### src/rtl/pci_bar_pkg.sv
`timescale 1ns/1ps
package pci_bar_pkg;

   localparam int unsigned WORD_W = 32;
   localparam int unsigned ATTR_W = 4;
   localparam int unsigned BASE_W = WORD_W - ATTR_W;
   localparam int unsigned LANES  = WORD_W / 8;

   typedef logic [3:0] cmd_t;

   localparam cmd_t CMD_IO_RD  = 4'b0010;
   localparam cmd_t CMD_IO_WR  = 4'b0011;
   localparam cmd_t CMD_MEM_RD = 4'b0110;
   localparam cmd_t CMD_MEM_WR = 4'b0111;
   localparam cmd_t CMD_CFG_RD = 4'b1010;
   localparam cmd_t CMD_CFG_WR = 4'b1011;

   // size mask must be ones from the top bit down to a boundary, zeros below
   function automatic logic mask_is_contiguous(input logic [BASE_W-1:0] m);
      logic [BASE_W-1:0] inv;
      inv = ~m;
      return ((inv & (inv + 1'b1)) == '0);
   endfunction

   function automatic logic is_io_cmd(input cmd_t c);
      return (c[3:1] == CMD_IO_RD[3:1]);
   endfunction

   function automatic logic is_mem_cmd(input cmd_t c);
      return (c[3:1] == CMD_MEM_RD[3:1]);
   endfunction

endpackage

### src/rtl/bar_cfg_wr_decode.sv
`timescale 1ns/1ps
module bar_cfg_wr_decode
   import pci_bar_pkg::*;
#(
   parameter int unsigned NUM_BARS = 2,
   parameter logic [7:0]  BASE_OFS = 8'h10,
   parameter logic [7:0]  OFS_STEP = 8'h04
) (
   input  cmd_t                cmd,
   input  logic                idsel,
   input  logic                irdy_n,
   input  logic [7:0]          ofs,
   output logic [NUM_BARS-1:0] wr_sel
);

   logic cfg_wr_cycle;
   assign cfg_wr_cycle = (cmd == CMD_CFG_WR) && idsel && !irdy_n;

   for (genvar i = 0; i < NUM_BARS; i++) begin : g_sel
      localparam logic [7:0] MY_OFS = 8'(int'(BASE_OFS) + i * int'(OFS_STEP));
      assign wr_sel[i] = cfg_wr_cycle && (ofs == MY_OFS);
   end

endmodule

### src/rtl/bar_store.sv
`timescale 1ns/1ps
module bar_store
   import pci_bar_pkg::*;
#(
   parameter logic [WORD_W-1:0] WORD = 32'hFFF0_0000
) (
   input  logic              clk,
   input  logic              rst_n,
   input  logic              wr,
   input  logic [LANES-1:0]  be_n,
   input  logic [WORD_W-1:0] wdata,
   output logic [BASE_W-1:0] base,
   output logic              valid,
   output logic [WORD_W-1:0] rd_val
);

   // flops exist only where the size mask keeps an address bit
   for (genvar b = ATTR_W; b < WORD_W; b++) begin : g_bit
      if (WORD[b]) begin : g_ff
         logic q;
         always_ff @(posedge clk or negedge rst_n) begin
            if (!rst_n) begin
               q <= 1'b0;
            end else if (wr && !be_n[b / 8]) begin
               q <= wdata[b];
            end
         end
         assign base[b - ATTR_W] = q;
      end else begin : g_tie
         assign base[b - ATTR_W] = 1'b0;
      end
   end

   always_ff @(posedge clk or negedge rst_n) begin
      if (!rst_n) begin
         valid <= 1'b0;
      end else if (wr && (be_n != '1)) begin
         valid <= 1'b1;
      end
   end

   assign rd_val = {base, {ATTR_W{1'b1}}} & WORD;

   logic unused_store;
   assign unused_store = ^{wdata, be_n};

endmodule

### src/rtl/bar_hit_cmp.sv
`timescale 1ns/1ps
module bar_hit_cmp
   import pci_bar_pkg::*;
#(
   parameter logic [WORD_W-1:0] WORD = 32'hFFF0_0000
) (
   input  cmd_t              cmd,
   input  logic              io_en,
   input  logic              mem_en,
   input  logic              valid,
   input  logic [BASE_W-1:0] addr_hi,
   input  logic [BASE_W-1:0] base,
   output logic              hit_n
);

   localparam logic [BASE_W-1:0] MASK = WORD[WORD_W-1:ATTR_W];

   logic space_ok;
   logic match;

   if (WORD[0]) begin : g_io
      assign space_ok = is_io_cmd(cmd) && io_en;
   end else begin : g_mem
      assign space_ok = is_mem_cmd(cmd) && mem_en;
   end

   assign match = (((addr_hi ^ base) & MASK) == '0);
   assign hit_n = !(valid && space_ok && match);

   logic unused_cmp;
   assign unused_cmp = ^{cmd, io_en, mem_en};

endmodule

### src/rtl/pci_bar_decoder.sv
`timescale 1ns/1ps
module pci_bar_decoder
   import pci_bar_pkg::*;
#(
   parameter logic [31:0] BAR0_WORD = 32'hFFF0_0001,
   parameter logic [31:0] BAR1_WORD = 32'hFFF0_0000,
   parameter logic [7:0]  BASE_OFS  = 8'h10,
   parameter logic [7:0]  OFS_STEP  = 8'h04
) (
   input  logic        clk,
   input  logic        rst_n,
   input  logic [3:0]  cmd_lat_n,
   input  logic        idsel_lat,
   input  logic        irdy_n,
   input  logic [31:0] addr_lat,
   input  logic [3:0]  be_n,
   input  logic [31:0] ad_in,
   input  logic        io_space_en,
   input  logic        mem_space_en,
   output logic [31:0] bar0_rd,
   output logic [31:0] bar1_rd,
   output logic        hit0_n,
   output logic        hit1_n
);

   localparam int unsigned NUM_BARS = 2;
   localparam logic [NUM_BARS-1:0][WORD_W-1:0] WORDS = {BAR1_WORD, BAR0_WORD};

   if (BASE_OFS[1:0] != 2'b00 || OFS_STEP[1:0] != 2'b00) begin : g_bad_ofs
      $error("register offsets must be dword aligned");
   end

   logic [NUM_BARS-1:0]             wr_sel;
   logic [NUM_BARS-1:0][BASE_W-1:0] base;
   logic [NUM_BARS-1:0]             valid;
   logic [NUM_BARS-1:0][WORD_W-1:0] rd_val;
   logic [NUM_BARS-1:0]             hit_n;

   bar_cfg_wr_decode #(
      .NUM_BARS (NUM_BARS),
      .BASE_OFS (BASE_OFS),
      .OFS_STEP (OFS_STEP)
   ) i_wr_decode (
      .cmd    (cmd_lat_n),
      .idsel  (idsel_lat),
      .irdy_n (irdy_n),
      .ofs    (addr_lat[7:0]),
      .wr_sel (wr_sel)
   );

   for (genvar i = 0; i < NUM_BARS; i++) begin : g_bar
      if (!mask_is_contiguous(WORDS[i][WORD_W-1:ATTR_W])) begin : g_bad_mask
         $error("size mask is not contiguous from the top bit");
      end
      if (WORDS[i][0] && WORDS[i][3]) begin : g_bad_attr
         $error("an I/O window cannot be prefetchable");
      end

      bar_store #(
         .WORD (WORDS[i])
      ) i_store (
         .clk    (clk),
         .rst_n  (rst_n),
         .wr     (wr_sel[i]),
         .be_n   (be_n),
         .wdata  (ad_in),
         .base   (base[i]),
         .valid  (valid[i]),
         .rd_val (rd_val[i])
      );

      bar_hit_cmp #(
         .WORD (WORDS[i])
      ) i_hit (
         .cmd     (cmd_lat_n),
         .io_en   (io_space_en),
         .mem_en  (mem_space_en),
         .valid   (valid[i]),
         .addr_hi (addr_lat[WORD_W-1:ATTR_W]),
         .base    (base[i]),
         .hit_n   (hit_n[i])
      );
   end

   assign bar0_rd = rd_val[0];
   assign bar1_rd = rd_val[1];
   assign hit0_n  = hit_n[0];
   assign hit1_n  = hit_n[1];

endmodule

### config.mk
export PLATFORM = sky130hd
export DESIGN_NAME = pci_bar_decoder
export DESIGN_NICKNAME = d
export VERILOG_FILES = /design/src/rtl/pci_bar_pkg.sv /design/src/rtl/bar_cfg_wr_decode.sv /design/src/rtl/bar_store.sv /design/src/rtl/bar_hit_cmp.sv /design/src/rtl/pci_bar_decoder.sv
export SDC_FILE = /design/constraint.sdc
export NUM_CORES = 1
export LEC_CHECK = 0
export ABC_AREA = 1
export BUFFER_PORTS_ARGS = -buffer_cell sky130_fd_sc_hd__buf_2
export CORE_MARGIN = 2
export CORE_UTILIZATION = 35
export DETAILED_ROUTE_END_ITERATION = 10
export PLACE_DENSITY = 0.69
export SLEW_MARGIN = 10
export SYNTH_ARGS = -nofsm -noshare
export SYNTH_HDL_FRONTEND = slang
export SYNTH_SLANG_ARGS = --single-unit
### constraint.sdc
create_clock -name clk -period 1.92 [get_ports clk]
set_clock_uncertainty 0.1 [all_clocks]
set_input_delay 0.384 -clock clk [delete_from_list [all_inputs] [get_ports clk]]
set_output_delay 0.384 -clock clk [all_outputs]
set_load 0.01 [all_outputs]
After elaboration in Yosys (flattened, before gate mapping)
Cells that the tools add are included.
- register bits: 26
- bitwise logic cells: 2
- equal/unequal tests: 6
- reductions and logical operators: 23
- operator list (cell ; count):
    logical NOT 28 bit ; 2
    XOR 28 bit ; 2
    equality test 8 x 5 -> 1 bit, second input constant ; 2
    logical AND 1 bit ; 16
    logical NOT 1 bit ; 5
    equality test 4 bit, second input constant ; 1
    != test 4 bit, second input constant ; 1
    equality test 3 x 1 -> 1 bit, second input constant ; 1
    equality test 3 x 2 -> 1 bit, second input constant ; 1

Depth between registers and ports, before layout
Gate-level depths: netlist (run 1).
- word-level depth: 5
- depth in mapped cells: 8

Hierarchy
Synthesis (run 1) repeated with hierarchy kept, for this count alone.
- cell total of the unflattened synthesis: 411
- area total of the unflattened synthesis: 2606.2 µm²
- by module, submodules not included (module ; times used ; area an instance (µm²) ; cells an instance):
    bar_store (g_bar[0].i_store) ; 1 ; 979.7 ; 121
    bar_store (g_bar[1].i_store) ; 1 ; 975.9 ; 120
    bar_hit_cmp ; 2 ; 279.0 ; 73
    bar_cfg_wr_decode ; 1 ; 92.6 ; 24

Worst setup path before layout (run 1)
OpenSTA, ideal clock, no wires.
- kind: input to output
- start point: in addr_lat[23]
- end point: out hit1_n
- path slack: 0.562 ns
- stages: 5
- data arrival time: 0.874 ns
- required time: 1.436 ns
- cells stage by stage: inv_1 or2_2 nand3_1 nor2_1 nand2_1
- word-level cells in the longest chain between the ends: 4
- RTL lines (element ; line ; text):
    from (decl) ; pci_bar_decoder.sv:15 ; input logic [31:0] addr_lat,
    XOR 28 bit ; bar_hit_cmp.sv:27 ; assign match = (((addr_hi ^ base) & MASK) == '0);
    logical NOT 28 bit ; bar_hit_cmp.sv:27 ;
    logical AND 1 bit ; bar_hit_cmp.sv:28 ; assign hit_n = !(valid && space_ok && match);
    logical NOT 1 bit ; bar_hit_cmp.sv:28 ;
    to (decl) ; pci_bar_decoder.sv:23 ; output logic hit1_n
Every way passes these cells.

Final worst setup path (run 1)
- start point: reg g_bar[0].i_store.g_bit[29].g_ff.q
- end point: out hit0_n
- word-level cells in the longest chain between the ends: 4
- RTL lines (element ; line ; text):
    from (decl) ; bar_store.sv:20 ; logic q;
    from (signal assigned) ; bar_store.sv:25 ; q <= wdata[b];
    XOR 28 bit ; bar_hit_cmp.sv:27 ;
    logical NOT 28 bit ; bar_hit_cmp.sv:27 ;
    logical AND 1 bit ; bar_hit_cmp.sv:28 ;
    logical NOT 1 bit ; bar_hit_cmp.sv:28 ;
    to (decl) ; pci_bar_decoder.sv:22 ; output logic hit0_n,
Every way passes these cells.

==> metrics, run 1 <==
Final Critical Period between 1.5 and 2 ns; total design power approximately 1.2 mW; outcome finished, violations left; share of layout cells above drive strength 1 27.6%; Placed Cells about 420; drt drc 0; post-synth top area share 31.0%; Hold WS -0.00261 ns; fin crit share a little over nine tenths; Nets 434; initial antenna violation count 0; worst skew pair latency ~0.27 ns; CTS clock-pin slew for the worst setup and hold paths 0.09 ns; Vias/cell between 4 and 5; TritonCTS clock tree built; Final Hold Viols 7; CP required between 1 and 1.5 ns; chip height between 80 and 90 um; Starting Density between 30% and 40%; Sink Count 26; root buf cell clkbuf_8; post-route setup TNS 0 ns; pwr dens roughly 500 mW/mm^2; Worst Path Max Fanout 3; MaxCap Viol Count 0; Crit. End Element output pin; GRT Total Usage around 15%; first-pass GRT wire length ~7700 um; commonest non-fill, non-tap cells in the layout nand2_1, buf_2, conb_1, inv_1, dfrtp_1; H-tree levels 1; Worst Setup SP g_bar[0].i_store.g_bit[29].g_ff.q$_DFFE_PN0P_; vias in the first global route roughly 1700; WL per Instance ~11 um; Setup Viol. Count Final 0; synthesized instance count 300; R2R Path Start g_bar[1].i_store.g_bit[30].g_ff.q$_DFFE_PN0P_; worst slew pin tran approximately 0.58 ns; violation count after the first detailed-routing iteration 73; IO Count approximately 140; vias roughly 1900; Unique masters post-synth 21; arrival time at the worst endpoint between 1 and 1.5 ns; Std-Cell Rows 28; Hold Crit Class primary input to async pin; total CTS buffers 3; violated checks negative hold slack; antenna fix cells 0; Core Footprint just under 0.006 mm^2; Slew HR about 60%; Lkg Pwr approximately 1.4 nW; largest net degree at the start of global routing 27; PortBufs approximately 70; pre-CTS setup slack 0.207 ns; Synth Cell Area around 0.0021 mm^2; Die X 81.5 um; cell area after layout roughly 0.0023 mm^2; RSZ-0062 raised after global routing true; Non-Filler Instances 430; Detail Placement HPWL around 4000 um; antenna viol nets, final 0; Placed Area 0.00220 mm^2; Total Wirelength 4800 um; area leader, netlist dfrtp_1; Slew Limit Fails 0; clk buf depth 2; Setup CP Type flop to output pin; routability cong. 0.781; Achievable Freq between 0.5 and 0.6 GHz; CP Launch Type flop; flops & latches, synth 26; DR pass1 iterations 4; Seq/Total Area, Yosys between 30% and 40%; most common cell after layout, fill and taps aside nand2_1; Area growth, synth to finish 11.3%; die area 0.00664 mm^2; YS warnings 0; Max IR drop VDD roughly 0.00027 V; fin worst setup slack approximately 0.094 ns; GRT overflow 0; Mapped Avg Cell Area between 7 and 8 um^2; fin util approximately two fifths; top cells by area, synth dfrtp_1, buf_4, nand2_1
worst max-delay path, cell delays in order (launching register included):
cell and delay (ns):
dfrtp_1 0.44, xor2_1 0.19, nor2_1 0.09, nand2_1 0.07, nor2_2 0.10, nand2_1 0.05
buf_2 0.13
synth_stat cells:
cell and n:
o21ai_0 14, nand3_1 9, nand4_1 25, nand3_2 2, inv_1 29, clkbuf_1 1
nand2_2 1, xnor2_1 1, dfrtp_1 26, conb_1 2, or2_2 1, buf_4 65
xor2_1 3, nor2_1 19, a21oi_1 2, buf_2 1, inv_2 1, nor2_4 3
buf_6 3, clkinv_1 2, nand2_1 90
state kept, by name, summed over array words and instances, names as in the netlist:
register / count
g_bar.i_store.valid: 2
g_bar.i_store.g_bit.g_ff.q: 24
layout make-up:
class                           count  area, um^2
Clock inverter                      1        30.0
Clock buffer                        3        41.3
Tap cell                           75        93.8
Fill cell                         643        3510
Timing Repair Buffer               83         452
Sequential cell                    26         651
Inverter                           32         120
Multi-Input combinational cell    210         951
what timing repair did:
action	4_1_cts	5_1_grt
endpoints found under the hold margin	0	0
hold buffers	0	0
endpoints found under the setup margin	0	2
setup buffers	0	7
gates resized for setup	0	5
worst paths after layout:
check / cells after the start / slack, ns / endpoint
min: 1 / -0.003 / g_bar[1].i_store.g_bit[23].g_ff.q$_DFFE_PN0P_
max in group asynchronous: 1 / 1.34 / g_bar[0].i_store.g_bit[30].g_ff.q$_DFFE_PN0P_
min in group clk: 3 / 0.26 / g_bar[0].i_store.g_bit[30].g_ff.q$_DFFE_PN0P_
min reg2reg: 2 / 0.37 / g_bar[1].i_store.valid$_DFFE_PN0P_
max: 6 / 0.09 / hit0_n
max reg2reg: 3 / 1.05 / g_bar[1].i_store.g_bit[30].g_ff.q$_DFFE_PN0P_
metal layers:
metal  track usage [%]  part of all wire (%)  vias up
met1              18.1                    42      835
met3              4.18                   7.4        3
met5                 0                     0        -
li1                  -                     -      948
met2              26.7                    50       68
met4              2.71                  0.54        0
logic make-up after synthesis:
| group | synth area share, % |
|---|---|
| DFF | 31.0 |
| AOI/OAI and AO/OA | 3.81 |
| xor gates and xnor gates | 1.67 |
| other | 0.357 |
| and+or+nand+nor | 32.2 |
| buffers and inverters | 31.0 |
where the power goes:
part           leakage [nW]  switching, mW  internal [mW]
registers             0.353       0.000600          0.548
clock network        0.0357          0.181          0.279
logic                 0.998          0.110         0.0538
total                  1.39          0.291          0.881
Power figures use the tool's default switching activity.
==> run 2: changes to the inputs <==
--- a/config.mk
+++ b/config.mk
@@ -7,3 +7,2 @@
 export LEC_CHECK = 0
-export ABC_AREA = 1
 export BUFFER_PORTS_ARGS = -buffer_cell sky130_fd_sc_hd__buf_2
@@ -12,3 +11,3 @@
 export DETAILED_ROUTE_END_ITERATION = 10
-export PLACE_DENSITY = 0.69
+export PLACE_DENSITY = 0.72
 export SLEW_MARGIN = 10
==> constraint.sdc (replaced) <==
create_clock -name clk -period 1.92 [get_ports clk]
set_clock_uncertainty 0.1 [all_clocks]
set_input_delay 0.192 -clock clk [delete_from_list [all_inputs] [get_ports clk]]
set_output_delay 0.192 -clock clk [all_outputs]
set_load 0.01 [all_outputs]
==> metrics, run 2 <==
outcome complete, no violations; Starting Density 36.6% (+0.74 points); Detail Placement HPWL 3030 um (-23%); most common cell in the netlist buf_4; CTS clock-pin slew for the worst setup and hold paths 0.09 ns (about the same); pwr dens 473 mW/mm^2 (-5.7%); Final Hold Viols 0 (-7); antenna fix cells 0 (unchanged); Comb pwr share 15.0% (+1.0 points); Area growth, synth to finish 12.9%; total CTS buffers 3 (unchanged); biggest regs g_bar.i_store.g_bit.g_ff.q x24, g_bar.i_store.valid x2; Reg power frac 54.2% (+7.4 points); arrival time at the worst endpoint 1.52 ns (+0.18 ns); Core Footprint 0.00517 mm^2 (-12%); EDFF count, synth 0 (unchanged); top cells by area, synth dfrtp_1, buf_4, mux2_2; initial antenna violation count 0 (unchanged); proportion of power drawn by the clock network 30.7% (-8.6 points); Unique masters post-synth 22 (+4.8%); Async S/R FF share, synth 100% (unchanged); Max IR drop VDD 0.000209 V (-22%); antenna viol nets, final 0 (unchanged); fin crit share 94.3% (-0.83 points); Mapped Avg Cell Area 11.1 um^2 (+58%); vias in the first global route 1151 (-33%); Hold WS 0.0545 ns (+0.0571 ns); Seq/Total Area, Yosys 34.3% (+3.4 points); WL per Instance 12.5 um (+13%); Top FF cell, synth dfrtp_1; GRT Total Usage 11.9% (-3.0 points); max reg flops 24 (unchanged); Placed Cells 291 (-31%); share of layout cells above drive strength 1 50.7% (+23 points); MaxCap Viol Count 0 (unchanged); Die X 77.6 um (-4.8%); Slew Limit Fails 0 (unchanged); Biggest register g_bar.i_store.g_bit.g_ff.q; most instantiated cells after synthesis buf_4, dfrtp_1, xor2_1; violation count after the first detailed-routing iteration 38 (-48%); largest net degree at the start of global routing 27 (unchanged); Sw Pwr 0.266 mW (-8.6%); first-pass GRT wire length 5650 um (-26%); vias 1236 (-33%); Std-Cell Rows 26 (-7.1%); switching power share of the total 26.3% (+1.5 points); Lkg Pwr 1.24 nW (-11%); Synth Cell Area 0.00190 mm^2 (-9.8%); post-synth top area share 34.3% (+3.4 points); flops & latches, synth 26 (unchanged); commonest non-fill, non-tap cells in the layout buf_2, conb_1, dfrtp_1, xor2_1, mux2_2; Hold Crit Class primary input to flop; H-tree levels 1 (unchanged); Slew HR 60.1% (-0.94 points); CP required 1.63 ns (+0.19 ns); Total Wirelength 3700 um (-23%); die area 0.00602 mm^2 (-9.3%); root buf cell clkbuf_8; CP Launch Type flop; GRT overflow 0 (unchanged); Achievable Freq 0.552 GHz (+0.88%); Setup Viol. Count Final 0 (unchanged); Int Pwr 0.745 mW (-15%); routability cong. 0.749 (-4.1%); RSZ-0062 raised after global routing false; Sink Count 26 (unchanged); Nets 305 (-30%); Vias/cell 4.19 (-2.8%); worst skew pair latency 0.26 ns (about the same); clk buf depth 2 (unchanged); TritonCTS clock tree built; drt drc 0 (unchanged); chip height 77.6 um (-4.8%); Worst Path Max Fanout 3 (unchanged); worst slew pin tran 0.598 ns (+0.0141 ns); DR pass1 iterations 4 (unchanged); area leader, netlist dfrtp_1; PortBufs 71 (unchanged); YS warnings 0 (unchanged); Final Critical Period 1.81 ns (-0.0159 ns); IO Count 144 (unchanged); Crit. End Element output pin; Non-Filler Instances 295 (-31%); synthesized instance count 171 (-43%); Setup CP Type flop to output pin; most common cell after layout, fill and taps aside buf_2
[run 2: cell types whose count changed after synthesis, moves of 8 or more]
cell,change
nand2_1,-90
inv_1,-28
mux2_2,+23
nand4_1,-22
xor2_1,+21
nor2_1,-18
o21ai_0,-14
nand3_1,-8
[run 2: layer usage]
layer,vias up,part of all wire [%],track usage (%)
met2,64,50,20.4
met5,-,0,0
met3,4,5.8,1.40
li1,592,-,-
met1,576,43,15.5
met4,0,1.2,4.29
[run 2: repair_timing]
action	CTS	global route
endpoints found under the setup margin	0	2
buffers inserted	0	0
hold endpoints to repair	26	0
gates resized for setup	0	2
hold buffers	1	0
[run 2: kinds of logic after synthesis]
kind of cell / synth area share (%)
multiplexers: 14.3
flip-flops: 34.3
XOR/XNOR: 11.1
buffers and inverters: 26.0
AO/OA/AOI/OAI: 0.924
other: 0.396
AND/OR/NAND/NOR: 13.0
[run 2: power groups by stage]
stage | combinational (mW) | clock [mW] | sequential (mW)
CTS | 0.150 | 0.322 | 0.549
global route | 0.170 | 0.345 | 0.549
detailed placement | 0.148 | 0 | 0.559
global placement | 0.146 | 0 | 0.559
floorplan | 0.131 | 0 | 0.559
finish | 0.152 | 0.311 | 0.549
[run 2: path summary, 6_finish.rpt]
check                                                                endpoint  slack, ns                                           from  cells after the start
worst max-delay path                                                   hit0_n       0.11  g_bar[0].i_store.g_bit[20].g_ff.q$_DFFE_PN0P_                      4
worst min-delay path            g_bar[0].i_store.g_bit[31].g_ff.q$_DFFE_PN0P_       0.05                                      ad_in[31]                      2
worst max register to register  g_bar[0].i_store.g_bit[21].g_ff.q$_DFFE_PN0P_       1.02  g_bar[0].i_store.g_bit[21].g_ff.q$_DFFE_PN0P_                      1
worst min register to register             g_bar[0].i_store.valid$_DFFE_PN0P_       0.39             g_bar[0].i_store.valid$_DFFE_PN0P_                      1
max in group asynchronous       g_bar[0].i_store.g_bit[21].g_ff.q$_DFFE_PN0P_       0.97                                          rst_n                      2
min in group asynchronous       g_bar[1].i_store.g_bit[24].g_ff.q$_DFFE_PN0P_       0.35                                          rst_n                      2
[run 2: through the flow]
stage | area [um^2] | setup TNS [ns] | total power, mW | setup slack [ns] | utilization [%]
global placement | 2080 | -0.472 | 0.705 | -0.0584 | 40.2
detailed placement | 2080 | -0.638 | 0.708 | -0.0727 | 40.2
finish | 2140 | 0 | 1.01 | 0.110 | 41.4
floorplan | 2050 | 0 | 0.690 | 0.0325 | -
CTS | 2130 | 0 | 1.02 | 0.0496 | 41.1
global route | 2140 | 0 | 1.06 | 0.0406 | 41.4
[run 2: area by class of cell]
| class | instances | area (um^2) |
|---|---|---|
| fill | 512 | 3030 |
| multi-input combinational | 116 | 915 |
| sequential | 26 | 651 |
| timing repair buffer | 79 | 443 |
| tap | 70 | 87.6 |
| clock buffer | 3 | 41.3 |
| inverter | 1 | 3.75 |
[run 2: worst max-delay path: stages, from the launching register on]
cell,delay [ns]
dfrtp_1,0.41
xor2_1,0.16
nor4_2,0.39
nand4_1,0.12
buf_2,0.17
==> run 3: changes to the inputs <==
Settings changed: PLACE_DENSITY 0.72 to 0.76.
==> metrics, run 3 (synthesis gave the netlist of run 2 again) <==
Slew Limit Fails 0 (unchanged); H-tree levels 1 (unchanged); Setup CP Type flop to output pin; Std-Cell Rows 26 (unchanged); RSZ-0062 raised after global routing false; Die X 77.6 um (unchanged); drt drc 0 (unchanged); fin crit share 95.7% (+1.4 points); worst-case reg-to-reg path depth 1 (unchanged); CP Launch Type flop; post-route setup TNS 0 ns (unchanged); Worst Path Max Fanout 3 (unchanged); vias 1259 (+1.9%); Area growth, synth to finish 12.1%; Lkg Pwr 1.25 nW (+0.41%); CP required 1.63 ns (about the same); Setup Viol. Count Final 0 (unchanged); routability cong. 0.752 (+0.47%); chip height 77.6 um (unchanged); WL per Instance 12.4 um (-1.6%); TritonCTS clock tree built; Biggest register g_bar.i_store.g_bit.g_ff.q; max reg flops 24 (unchanged); violation count after the first detailed-routing iteration 35 (-7.9%); biggest regs g_bar.i_store.g_bit.g_ff.q x24, g_bar.i_store.valid x2; Hold Crit Class primary input to flop; slowest stage delay, CP 0.41 ns (about the same); commonest non-fill, non-tap cells in the layout buf_2, conb_1, dfrtp_1, xor2_1, mux2_2; Starting Density 36.6% (unchanged); antenna fix cells 0 (unchanged); most common cell after layout, fill and taps aside buf_2; initial antenna violation count 0 (unchanged); Detail Placement HPWL 3050 um (+0.51%); GRT Total Usage 11.9% (-0.021 points); worst skew pair latency 0.27 ns (about the same); Final Hold Viols 0 (unchanged); antenna viol nets, final 0 (unchanged); MaxCap Viol Count 0 (unchanged); Worst Setup SP g_bar[0].i_store.g_bit[26].g_ff.q$_DFFE_PN0P_; vias in the first global route 1117 (-3.0%); internal reg-to-reg setup slack 1.00 ns (-0.02 ns); share of layout cells above drive strength 1 50.7% (about the same); IO Count 144 (unchanged); Max IR drop VDD 0.000204 V (-2.2%); CTS clock-pin slew for the worst setup and hold paths 0.09 ns (about the same); reg2reg end g_bar[1].i_store.g_bit[26].g_ff.q$_DFFE_PN0P_; Crit. End Element output pin; Slew HR 59.4% (-0.72 points); arrival time at the worst endpoint 1.54 ns (+0.02 ns); fill count 520 (+1.6%); worst slew pin tran 0.609 ns (+0.0108 ns); Sink Count 26 (unchanged); DR pass1 iterations 4 (unchanged); total CTS buffers 3 (unchanged); worst path cell trace xor2_1 > nor4_1 > nand4_1 > buf_2; Final Critical Period 1.84 ns (+0.0263 ns); fin util 41.1% (-0.31 points); pwr dens 474 mW/mm^2 (+0.35%); largest net degree at the start of global routing 27 (unchanged); Nets 307 (+0.66%); hold_sp ad_in[26]; Achievable Freq 0.544 GHz (-1.4%); GRT overflow 0 (unchanged); die area 0.00602 mm^2 (unchanged); first-pass GRT wire length 5550 um (-1.8%); R2R Path Start g_bar[1].i_store.g_bit[26].g_ff.q$_DFFE_PN0P_; root buf cell clkbuf_8; Core Footprint 0.00517 mm^2 (unchanged); post-CTS setup buffer count 0 (unchanged); Slowest cell on crit path dfrtp_1; Worst setup endpoint hit0_n; PortBufs 71 (unchanged); clk buf depth 2 (unchanged); Total Wirelength 3670 um (-0.89%); Vias/cell 4.24 (+1.2%); outcome complete, no violations
run 3: per-layer routing:
metal / GRT usage (%) / vias to the layer above / part of all wire (%) / routed length [um]
met4: 3.21 / 0 / 0.46 / 17
met1: 15.2 / 599 / 42 / 1550
met3: 2.44 / 2 / 6.8 / 249
met5: 0 / - / 0 / 0
li1: - / 598 / - / -
met2: 20.4 / 60 / 51 / 1860
run 3: where the power goes:
part | internal (mW) | total [mW] | switching, mW
Sequential | 0.548 | 0.549 | 0.000721
Clock | 0.140 | 0.308 | 0.168
Combinational | 0.0563 | 0.151 | 0.0945
run 3: per-stage QoR:
stage                     hold WS, ns  worst slack [ns]  power [mW]  instance area (um^2)  instances
final                          0.0551            0.0834        1.01                  2120        297
after global routing           0.0547            0.0254        1.06                  2120        297
after CTS                      0.0538            0.0536        1.02                  2120        297
after detailed placement        0.145           -0.0725       0.707                  2070        293
after global placement          0.131           -0.0508       0.706                  2070        293
after floorplan                -0.204            0.0325       0.690                  2050        209
run 3: worst max-delay path: cells and delay by family (launching register included):
kind | cells | cell delay [ns]
AND/OR/NAND/NOR | 2 | 0.52
flip-flops | 1 | 0.41
XOR/XNOR | 1 | 0.17
buffers and inverters | 1 | 0.17
run 3: repair_timing:
action	in CTS	in global routing
setup endpoints to repair	0	1
hold endpoints to repair	26	0
gates resized for setup	0	1
hold buffers	1	0
run 3: layout make-up:
| cell class | count | area, um^2 | share of cell area (%) |
|---|---|---|---|
| multi-input cells | 116 | 908 | 42.8 |
| flip-flops and latches | 26 | 651 | 30.6 |
| repair buffers | 81 | 433 | 20.4 |
| well taps | 70 | 87.6 | 4.12 |
| clock buffers | 3 | 41.3 | 1.94 |
| inverters | 1 | 3.75 | 0.177 |
run 3: worst min path at each step:
stage	to	cells past startpoint
finish	g_bar[1].i_store.g_bit[26].g_ff.q$_DFFE_PN0P_	2
global route	g_bar[0].i_store.g_bit[24].g_ff.q$_DFFE_PN0P_	2
CTS	g_bar[0].i_store.g_bit[24].g_ff.q$_DFFE_PN0P_	2
detailed placement	g_bar[0].i_store.g_bit[20].g_ff.q$_DFFE_PN0P_	1
global placement	g_bar[0].i_store.g_bit[22].g_ff.q$_DFFE_PN0P_	1
floorplan	g_bar[0].i_store.g_bit[20].g_ff.q$_DFFE_PN0P_	0
